==> config.mk <==
export PLATFORM = sky130hd
export DESIGN_NAME = flash_cmd_decoder
export DESIGN_NICKNAME = d
export VERILOG_FILES = /design/src/rtl/flash_cmd_pkg.sv /design/src/rtl/fcd_bus_decode.sv /design/src/rtl/fcd_erase_window.sv /design/src/rtl/flash_cmd_decoder.sv
export SDC_FILE = /design/constraint.sdc
export NUM_CORES = 1
export LEC_CHECK = 0
export ABC_AREA = 1
export BUFFER_PORTS_ARGS = -buffer_cell sky130_fd_sc_hd__buf_2
export CAP_MARGIN = 20
export CORE_MARGIN = 1.5
export CORE_UTILIZATION = 30
export CTS_BUF_LIST = sky130_fd_sc_hd__clkbuf_4
export DETAILED_ROUTE_END_ITERATION = 10
export PLACE_DENSITY = 0.56
export RECOVER_POWER = 50
export SETUP_SLACK_MARGIN = 0.3
export SYNTH_ARGS = -nofsm -noshare
export SYNTH_HDL_FRONTEND = slang
export SYNTH_SLANG_ARGS = --single-unit
==> constraint.sdc <==
create_clock -name clk -period 1.95 [get_ports clk]
set_clock_uncertainty 0.05 [all_clocks]
set_input_delay 0.39 -clock clk [delete_from_list [all_inputs] [get_ports clk]]
set_output_delay 0.39 -clock clk [all_outputs]
set_load 0.03 [all_outputs]
==> src/rtl/flash_cmd_pkg.sv <==
package flash_cmd_pkg;

  typedef enum logic [3:0] {
    S_READ, S_UNL1, S_UNL2, S_PROG_ARM, S_ERS0, S_ERS1, S_ERS2,
    S_SE_WIN, S_SE_RUN, S_SUSP, S_PROG_RUN, S_CHIP_RUN, S_AUTO
  } dec_state_e;

  typedef enum logic [3:0] {
    B_AA, B_55, B_A0, B_80, B_10, B_30, B_90, B_B0, B_F0, B_OTHER
  } cmd_byte_e;

  // Classify the low data byte of a bus write.
  function automatic cmd_byte_e classify(input logic [7:0] lo);
    case (lo)
      8'hAA:   return B_AA;
      8'h55:   return B_55;
      8'hA0:   return B_A0;
      8'h80:   return B_80;
      8'h10:   return B_10;
      8'h30:   return B_30;
      8'h90:   return B_90;
      8'hB0:   return B_B0;
      8'hF0:   return B_F0;
      default: return B_OTHER;
    endcase
  endfunction

  // Unlock address: first (5555H) or second (2AAAH) in word mode,
  // shifted up one bit in byte mode.
  function automatic logic [16:0] unlock_addr(input logic first, input logic byte_mode);
    logic [16:0] w;
    w = first ? 17'h05555 : 17'h02AAA;
    return byte_mode ? (w << 1) : w;
  endfunction

endpackage

==> src/rtl/fcd_bus_decode.sv <==
module fcd_bus_decode
  import flash_cmd_pkg::*;
#(
  parameter int ADDR_W = 16
) (
  input  logic              byte_mode,
  input  logic [ADDR_W-1:0] addr,
  input  logic [7:0]        data_lo,
  output logic              at_first,
  output logic              at_second,
  output cmd_byte_e         kind
);
  localparam int EXT_W = (ADDR_W > 17) ? ADDR_W : 17;

  logic [EXT_W-1:0] addr_ext;
  logic [EXT_W-1:0] first_ext;
  logic [EXT_W-1:0] second_ext;

  always_comb begin
    addr_ext   = EXT_W'(addr);
    first_ext  = EXT_W'(unlock_addr(1'b1, byte_mode));
    second_ext = EXT_W'(unlock_addr(1'b0, byte_mode));
    at_first   = (addr_ext == first_ext);
    at_second  = (addr_ext == second_ext);
    kind       = classify(data_lo);
  end
endmodule

==> src/rtl/fcd_erase_window.sv <==
module fcd_erase_window #(
  parameter int ADDR_W  = 16,
  parameter int N_SECT  = 8,
  parameter int WIN_CYC = 64
) (
  input  logic              clk,
  input  logic              rst_n,
  input  logic              open_win,
  input  logic              add_en,
  input  logic              clr,
  input  logic [ADDR_W-1:0] addr,
  output logic              expire,
  output logic [N_SECT-1:0] mask
);
  localparam int SB    = (N_SECT > 1) ? $clog2(N_SECT) : 1;
  localparam int CNT_W = $clog2(WIN_CYC + 1);

  logic [CNT_W-1:0]  cnt;
  logic [SB-1:0]     idx;
  logic [N_SECT-1:0] bit_sel;

  assign idx     = addr[ADDR_W-1 -: SB];
  assign bit_sel = N_SECT'(1) << idx;
  assign expire  = open_win && (cnt == CNT_W'(WIN_CYC - 1));

  always_ff @(posedge clk or negedge rst_n) begin
    if (!rst_n) begin
      cnt  <= '0;
      mask <= '0;
    end else begin
      if (add_en)
        cnt <= '0;
      else if (open_win && !expire)
        cnt <= cnt + 1'b1;
      if (clr)
        mask <= bit_sel;
      else if (add_en)
        mask <= mask | bit_sel;
    end
  end

  p_window_bound_r5: assert property (@(posedge clk) disable iff (!rst_n)
    open_win |-> (cnt < CNT_W'(WIN_CYC)));
  p_add_sets_bit_r5: assert property (@(posedge clk) disable iff (!rst_n)
    add_en |=> (mask != '0));
endmodule

==> src/rtl/flash_cmd_decoder.sv <==
module flash_cmd_decoder
  import flash_cmd_pkg::*;
#(
  parameter int ADDR_W  = 16,
  parameter int DATA_W  = 16,
  parameter int N_SECT  = 8,
  parameter int WIN_CYC = 64
) (
  input  logic              clk,
  input  logic              rst_n,
  input  logic              byte_mode,
  input  logic              wr_en,
  input  logic [ADDR_W-1:0] wr_addr,
  input  logic [DATA_W-1:0] wr_data,
  input  logic              eng_busy,
  output logic              read_mode,
  output logic              autosel_mode,
  output logic              erase_suspended,
  output logic              req_prog,
  output logic [ADDR_W-1:0] prog_addr,
  output logic [DATA_W-1:0] prog_data,
  output logic              req_chip_erase,
  output logic              req_sect_start,
  output logic [N_SECT-1:0] sect_mask,
  output logic              req_suspend,
  output logic              req_resume
);
  dec_state_e state, state_nx;
  cmd_byte_e  kind;
  logic at_first, at_second;
  logic busy_q, busy_fell;
  logic win_open, win_add, win_clr, win_expire;
  logic prog_nx, chip_nx, start_nx, susp_nx, res_nx;

  fcd_bus_decode #(.ADDR_W(ADDR_W)) u_dec (
    .byte_mode (byte_mode),
    .addr      (wr_addr),
    .data_lo   (wr_data[7:0]),
    .at_first  (at_first),
    .at_second (at_second),
    .kind      (kind)
  );

  fcd_erase_window #(.ADDR_W(ADDR_W), .N_SECT(N_SECT), .WIN_CYC(WIN_CYC)) u_win (
    .clk      (clk),
    .rst_n    (rst_n),
    .open_win (win_open),
    .add_en   (win_add),
    .clr      (win_clr),
    .addr     (wr_addr),
    .expire   (win_expire),
    .mask     (sect_mask)
  );

  assign busy_fell = busy_q && !eng_busy;
  assign win_open  = (state == S_SE_WIN);

  always_comb begin
    state_nx = state;
    prog_nx  = 1'b0;
    chip_nx  = 1'b0;
    start_nx = 1'b0;
    susp_nx  = 1'b0;
    res_nx   = 1'b0;
    win_add  = 1'b0;
    win_clr  = 1'b0;
    case (state)
      S_READ:
        if (wr_en && at_first && kind == B_AA) state_nx = S_UNL1;
      S_UNL1:
        if (wr_en) state_nx = (at_second && kind == B_55) ? S_UNL2 : S_READ;
      S_UNL2:
        if (wr_en) begin
          state_nx = S_READ;
          if (at_first && kind == B_A0) state_nx = S_PROG_ARM;
          if (at_first && kind == B_80) state_nx = S_ERS0;
          if (at_first && kind == B_90) state_nx = S_AUTO;
        end
      S_PROG_ARM:
        if (wr_en) begin
          state_nx = S_PROG_RUN;
          prog_nx  = 1'b1;
        end
      S_ERS0:
        if (wr_en) state_nx = (at_first && kind == B_AA) ? S_ERS1 : S_READ;
      S_ERS1:
        if (wr_en) state_nx = (at_second && kind == B_55) ? S_ERS2 : S_READ;
      S_ERS2:
        if (wr_en) begin
          state_nx = S_READ;
          if (at_first && kind == B_10) begin
            state_nx = S_CHIP_RUN;
            chip_nx  = 1'b1;
          end else if (kind == B_30) begin
            state_nx = S_SE_WIN;
            win_add  = 1'b1;
            win_clr  = 1'b1;
          end
        end
      S_SE_WIN:
        if (wr_en) begin
          if (kind == B_30) win_add = 1'b1;
          else              state_nx = S_READ;
        end else if (win_expire) begin
          state_nx = S_SE_RUN;
          start_nx = 1'b1;
        end
      S_SE_RUN:
        if (wr_en && kind == B_B0) begin
          state_nx = S_SUSP;
          susp_nx  = 1'b1;
        end else if (busy_fell) state_nx = S_READ;
      S_SUSP:
        if (wr_en && kind == B_30) begin
          state_nx = S_SE_RUN;
          res_nx   = 1'b1;
        end
      S_PROG_RUN, S_CHIP_RUN:
        if (busy_fell) state_nx = S_READ;
      S_AUTO:
        if (wr_en) state_nx = S_READ;
      default: state_nx = S_READ;
    endcase
  end

  always_ff @(posedge clk or negedge rst_n) begin
    if (!rst_n) begin
      state          <= S_READ;
      busy_q         <= 1'b0;
      req_prog       <= 1'b0;
      req_chip_erase <= 1'b0;
      req_sect_start <= 1'b0;
      req_suspend    <= 1'b0;
      req_resume     <= 1'b0;
      prog_addr      <= '0;
      prog_data      <= '0;
    end else begin
      state          <= state_nx;
      busy_q         <= eng_busy;
      req_prog       <= prog_nx;
      req_chip_erase <= chip_nx;
      req_sect_start <= start_nx;
      req_suspend    <= susp_nx;
      req_resume     <= res_nx;
      if (prog_nx) begin
        prog_addr <= wr_addr;
        prog_data <= wr_data;
      end
    end
  end

  assign read_mode       = (state == S_READ);
  assign autosel_mode    = (state == S_AUTO);
  assign erase_suspended = (state == S_SUSP);

  p_prog_enters_run_r2: assert property (@(posedge clk) disable iff (!rst_n)
    req_prog |-> (state == S_PROG_RUN));
  p_start_has_sector_r5: assert property (@(posedge clk) disable iff (!rst_n)
    req_sect_start |-> (sect_mask != '0));
  p_suspend_from_run_r8: assert property (@(posedge clk) disable iff (!rst_n)
    req_suspend |-> ($past(state) == S_SE_RUN));
  p_resume_from_susp_r8: assert property (@(posedge clk) disable iff (!rst_n)
    req_resume |-> ($past(state) == S_SUSP));
  p_single_request_r11: assert property (@(posedge clk) disable iff (!rst_n)
    $onehot0({req_prog, req_chip_erase, req_sect_start, req_suspend, req_resume}));
  p_susp_holds_r9: assert property (@(posedge clk) disable iff (!rst_n)
    (erase_suspended && !wr_en) |=> erase_suspended);
endmodule

==> key figures <==
Detailed routing
  – Post-Route WL: 9.75 mm
  – Vias per cell: 4.65
  – DRT antenna net count: 0
  – Drc violations: 0
  – DRT Pass-1 Iters: 5
  – Via count: 3536
  – Initial drt markers: 169
  – DR WL/cell: 12.8 um

Pwr
  – Peak VDD IR: 0.609 mV
  – LEAKAGE: 2.41 nW
  – PD cells: 971 nW/um^2

Job
  – Max Cap Viol: 0

STA
  – Pins Over Slew Limit: 0
  – Max Clk Rate: 533 MHz
  – Unrepaired setup endpoints after global routing: yes
  – Hold_ws: 0.110 ns
  – Slew @ Worst Pin: 0.802 ns
  – Setup_tns: 0 ns
  – Minimum clock period: 1.88 ns
  – Tcrit/Tclk final: 96.2%
  – Hold Violations, Final: 0
  – Setup violations, final: 0
  – Relative slew margins: 46.5%

Critical path
  – CP Capture Type: output port
  – R2R cell count: 9
  – R2R Path End: u_win.mask[1]
  – Crit. Startpoint: state[1]
  – Buf/Inv on CP: 2
  – CP Launch Type: flop
  – Cells along the critical path: nor2_2, inv_2, nor2_4, buf_6
  – Crit Path Max Fanout: 4
  – Largest delay share family, worst path: flip-flops
  – Reg2reg start: state[1]
  – Critical path arrival: 1.44 ns
  – FF-to-FF setup slack: 0.18 ns
  – Critical Path RT: 1.51 ns
  – Slowest-stage cell, CP: dfrtp_1
  – Crit Path Category: reg -> out
  – Worst path max stage delay: 0.48 ns

Final layout
  – # diodes: 0
  – Area Growth Syn to Fin: 35.7%
  – Final std cells w/o fill: 761
  – Nets: 654
  – Design Area, Final: 4560 sq um
  – Layout cells sized above 1: 26.7%
  – Commonest non-fill, non-tap cells in the layout: nand2_1 (155), buf_2 (60), inv_1 (56), dfrtp_1 (56), nor2_1 (53)
  – Commonest non-fill, non-tap cell in the layout: nand2_1
  – FILL cells: 1165

Global route
  – Largest net degree at the start of global routing: 58
  – Initial antenna violation count: 0
  – Gr usage total: 17.3%
  – Grt total ovfl: 0
  – Vias in the first global route: 3386
  – First-pass GRT wire length: 15.8 mm

Floorplan
  – Core Rows: 38
  – Die Y: 109 um
  – Starting Density: 30.9%
  – I/O Pins: 85
  – DIE AREA: 11800 sq um
  – Core area: 10900 sq um
  – Chip Width: 109 um

Logic synthesis
  – Seq cells post-synth: 57
  – Ys Warns: 0
  – Seq/Total Area, Yosys: 42.4%
  – Netlist Area Pre-Place: 3360 sq um
  – Syn nets: 526
  – Mean post-synth cell area: 6.89 sq um
  – Synth Instances: 488
  – Synth top area cells: dfrtp_1 (42%), nand2_1 (18%), nor2_1 (7.4%)
  – Netlist cell types: 32
  – Yosys top cell area share: 42.4%
  – Area leader, netlist: dfrtp_1

Clock network
  – Sink Count: 57
  – Clk_lat worst skew: 0.43 ns
  – H-tree Lvls: 3
  – Root buf cell: clkbuf_4
  – CTS Buffer Depth: 2
  – Clk pin slew, worst setup/hold paths: 0.11 ns
  – Total CTS buffers: 9
  – Clock tree from TritonCTS: yes

Place
  – Placed inst area: 4110 sq um
  – Port Buffer Count: 84
  – # placed instances: 725
  – Detailed placement HPWL: 7.17 mm
  – GP Congestion: 0.887

Worst hold path
  – Hold Crit Endpoint: prog_data[12]
  – Hold Startpoint: wr_data[12]
  – Hold Path Class: in -> reg
  – Hold path depth: 3

Status
  – Status: finished clean
-- metrics by stage --
stage          utilization [%]  power [W]  setup slack (ns)
4_1_cts                   41.2    0.00449            0.0533
3_5_place_dp              37.8    0.00339           -0.0120
2_1_floorplan                -    0.00281             0.277
3_3_place_gp              37.8    0.00335            0.0379
5_1_grt                   41.9    0.00472           0.00533
6_report                  41.9    0.00443            0.0732
-- layer usage --
| metal | part of all wire (%) | GRT usage, % | up-vias |
|---|---|---|---|
| met1 | 49 | 23.4 | 1605 |
| met3 | 6.1 | 5.02 | 12 |
| li1 | - | - | 1808 |
| met2 | 44 | 26.1 | 111 |
| met5 | 0 | 0 | - |
| met4 | 1.5 | 6.02 | 0 |
-- report_power, final --
group / total (W) / switching, W / leakage [nW] / internal (W)
Combinational: 0.00175 / 0.00124 / 1.63 / 0.000505
Clock: 0.000993 / 0.000487 / 0.0808 / 0.000506
Sequential: 0.00169 / 0.000184 / 0.695 / 0.00150
-- tightest hold or removal path: stages --
cell,delay [ns]
buf_2,0.07
nand2_1,0.04
nand2_1,0.05
-- cell families (layout without fill, tap and decap cells) --
| logic type | count (synthesis) | count (layout) | synth area share, % |
|---|---|---|---|
| flip-flops | 57 | 57 | 42.4 |
| buffers and inverters | 80 | 213 | 9.75 |
| adder cells (fa/ha/maj) | 1 | 1 | 0.372 |
| XOR/XNOR | 6 | 6 | 1.56 |
| AO/OA/AOI/OAI | 64 | 64 | 10.6 |
| AND/OR/NAND/NOR | 280 | 280 | 35.3 |
-- what timing repair did --
action	4_1_cts	5_1_grt
hold buffers	2	0
setup endpoints to repair	50	54
pin swaps	13	9
buffers inserted	11	7
hold endpoints to repair	58	0
gates resized for setup	45	16
-- area by class of cell --
class / count / area [sq um] / area share (%)
Multi-Input combinational cell: 351 / 1730 / 37.9
Sequential cell: 57 / 1430 / 31.3
Timing Repair Buffer: 128 / 813 / 17.8
Inverter: 69 / 262 / 5.74
Tap cell: 140 / 175 / 3.84
Clock inverter: 7 / 85.1 / 1.87
Clock buffer: 9 / 67.6 / 1.48
-- synthesized netlist by cell type --
cell	number
clkbuf_1	6
nand2_2	5
or2_2	1
nor3_1	6
nand3_2	3
nor2_4	1
nor2_2	2
nand3b_1	1
nand4_1	9
ha_1	1
nand2_4	1
nor4_1	5
clkinv_1	1
buf_2	1
inv_2	4
dfrtp_1	57
nand2_1	158
a31oi_1	1
nor2_1	66
buf_6	3
a211oi_1	1
o21ai_1	6
xnor2_1	1
xor2_1	5
nand3_1	21
inv_1	64
o21bai_1	1
buf_4	1
o32ai_1	8
o21ai_0	43
a21oi_1	4
nand3b_2	1
-- state kept, by name, indices dropped and copies added (netlist names) --
register        cells
req_suspend         1
req_prog            1
req_resume          1
prog_addr          16
req_sect_start      1
req_chip_erase      1
state               4
busy_q              1
prog_data          16
u_win.cnt           7
u_win.mask          8
-- how the worst max path moves through the flow --
stage | endpoint | slack, ns | cells after the start
finish | erase_suspended | 0.07 | 4
global route | erase_suspended | 0.005 | 4
CTS | erase_suspended | 0.05 | 6
detailed placement | u_win.mask[6] | -0.01 | 12
global placement | state[0] | 0.04 | 12
floorplan | u_win.cnt[4] | 0.28 | 10
Note: power is estimated with default switching activity, not from simulation.
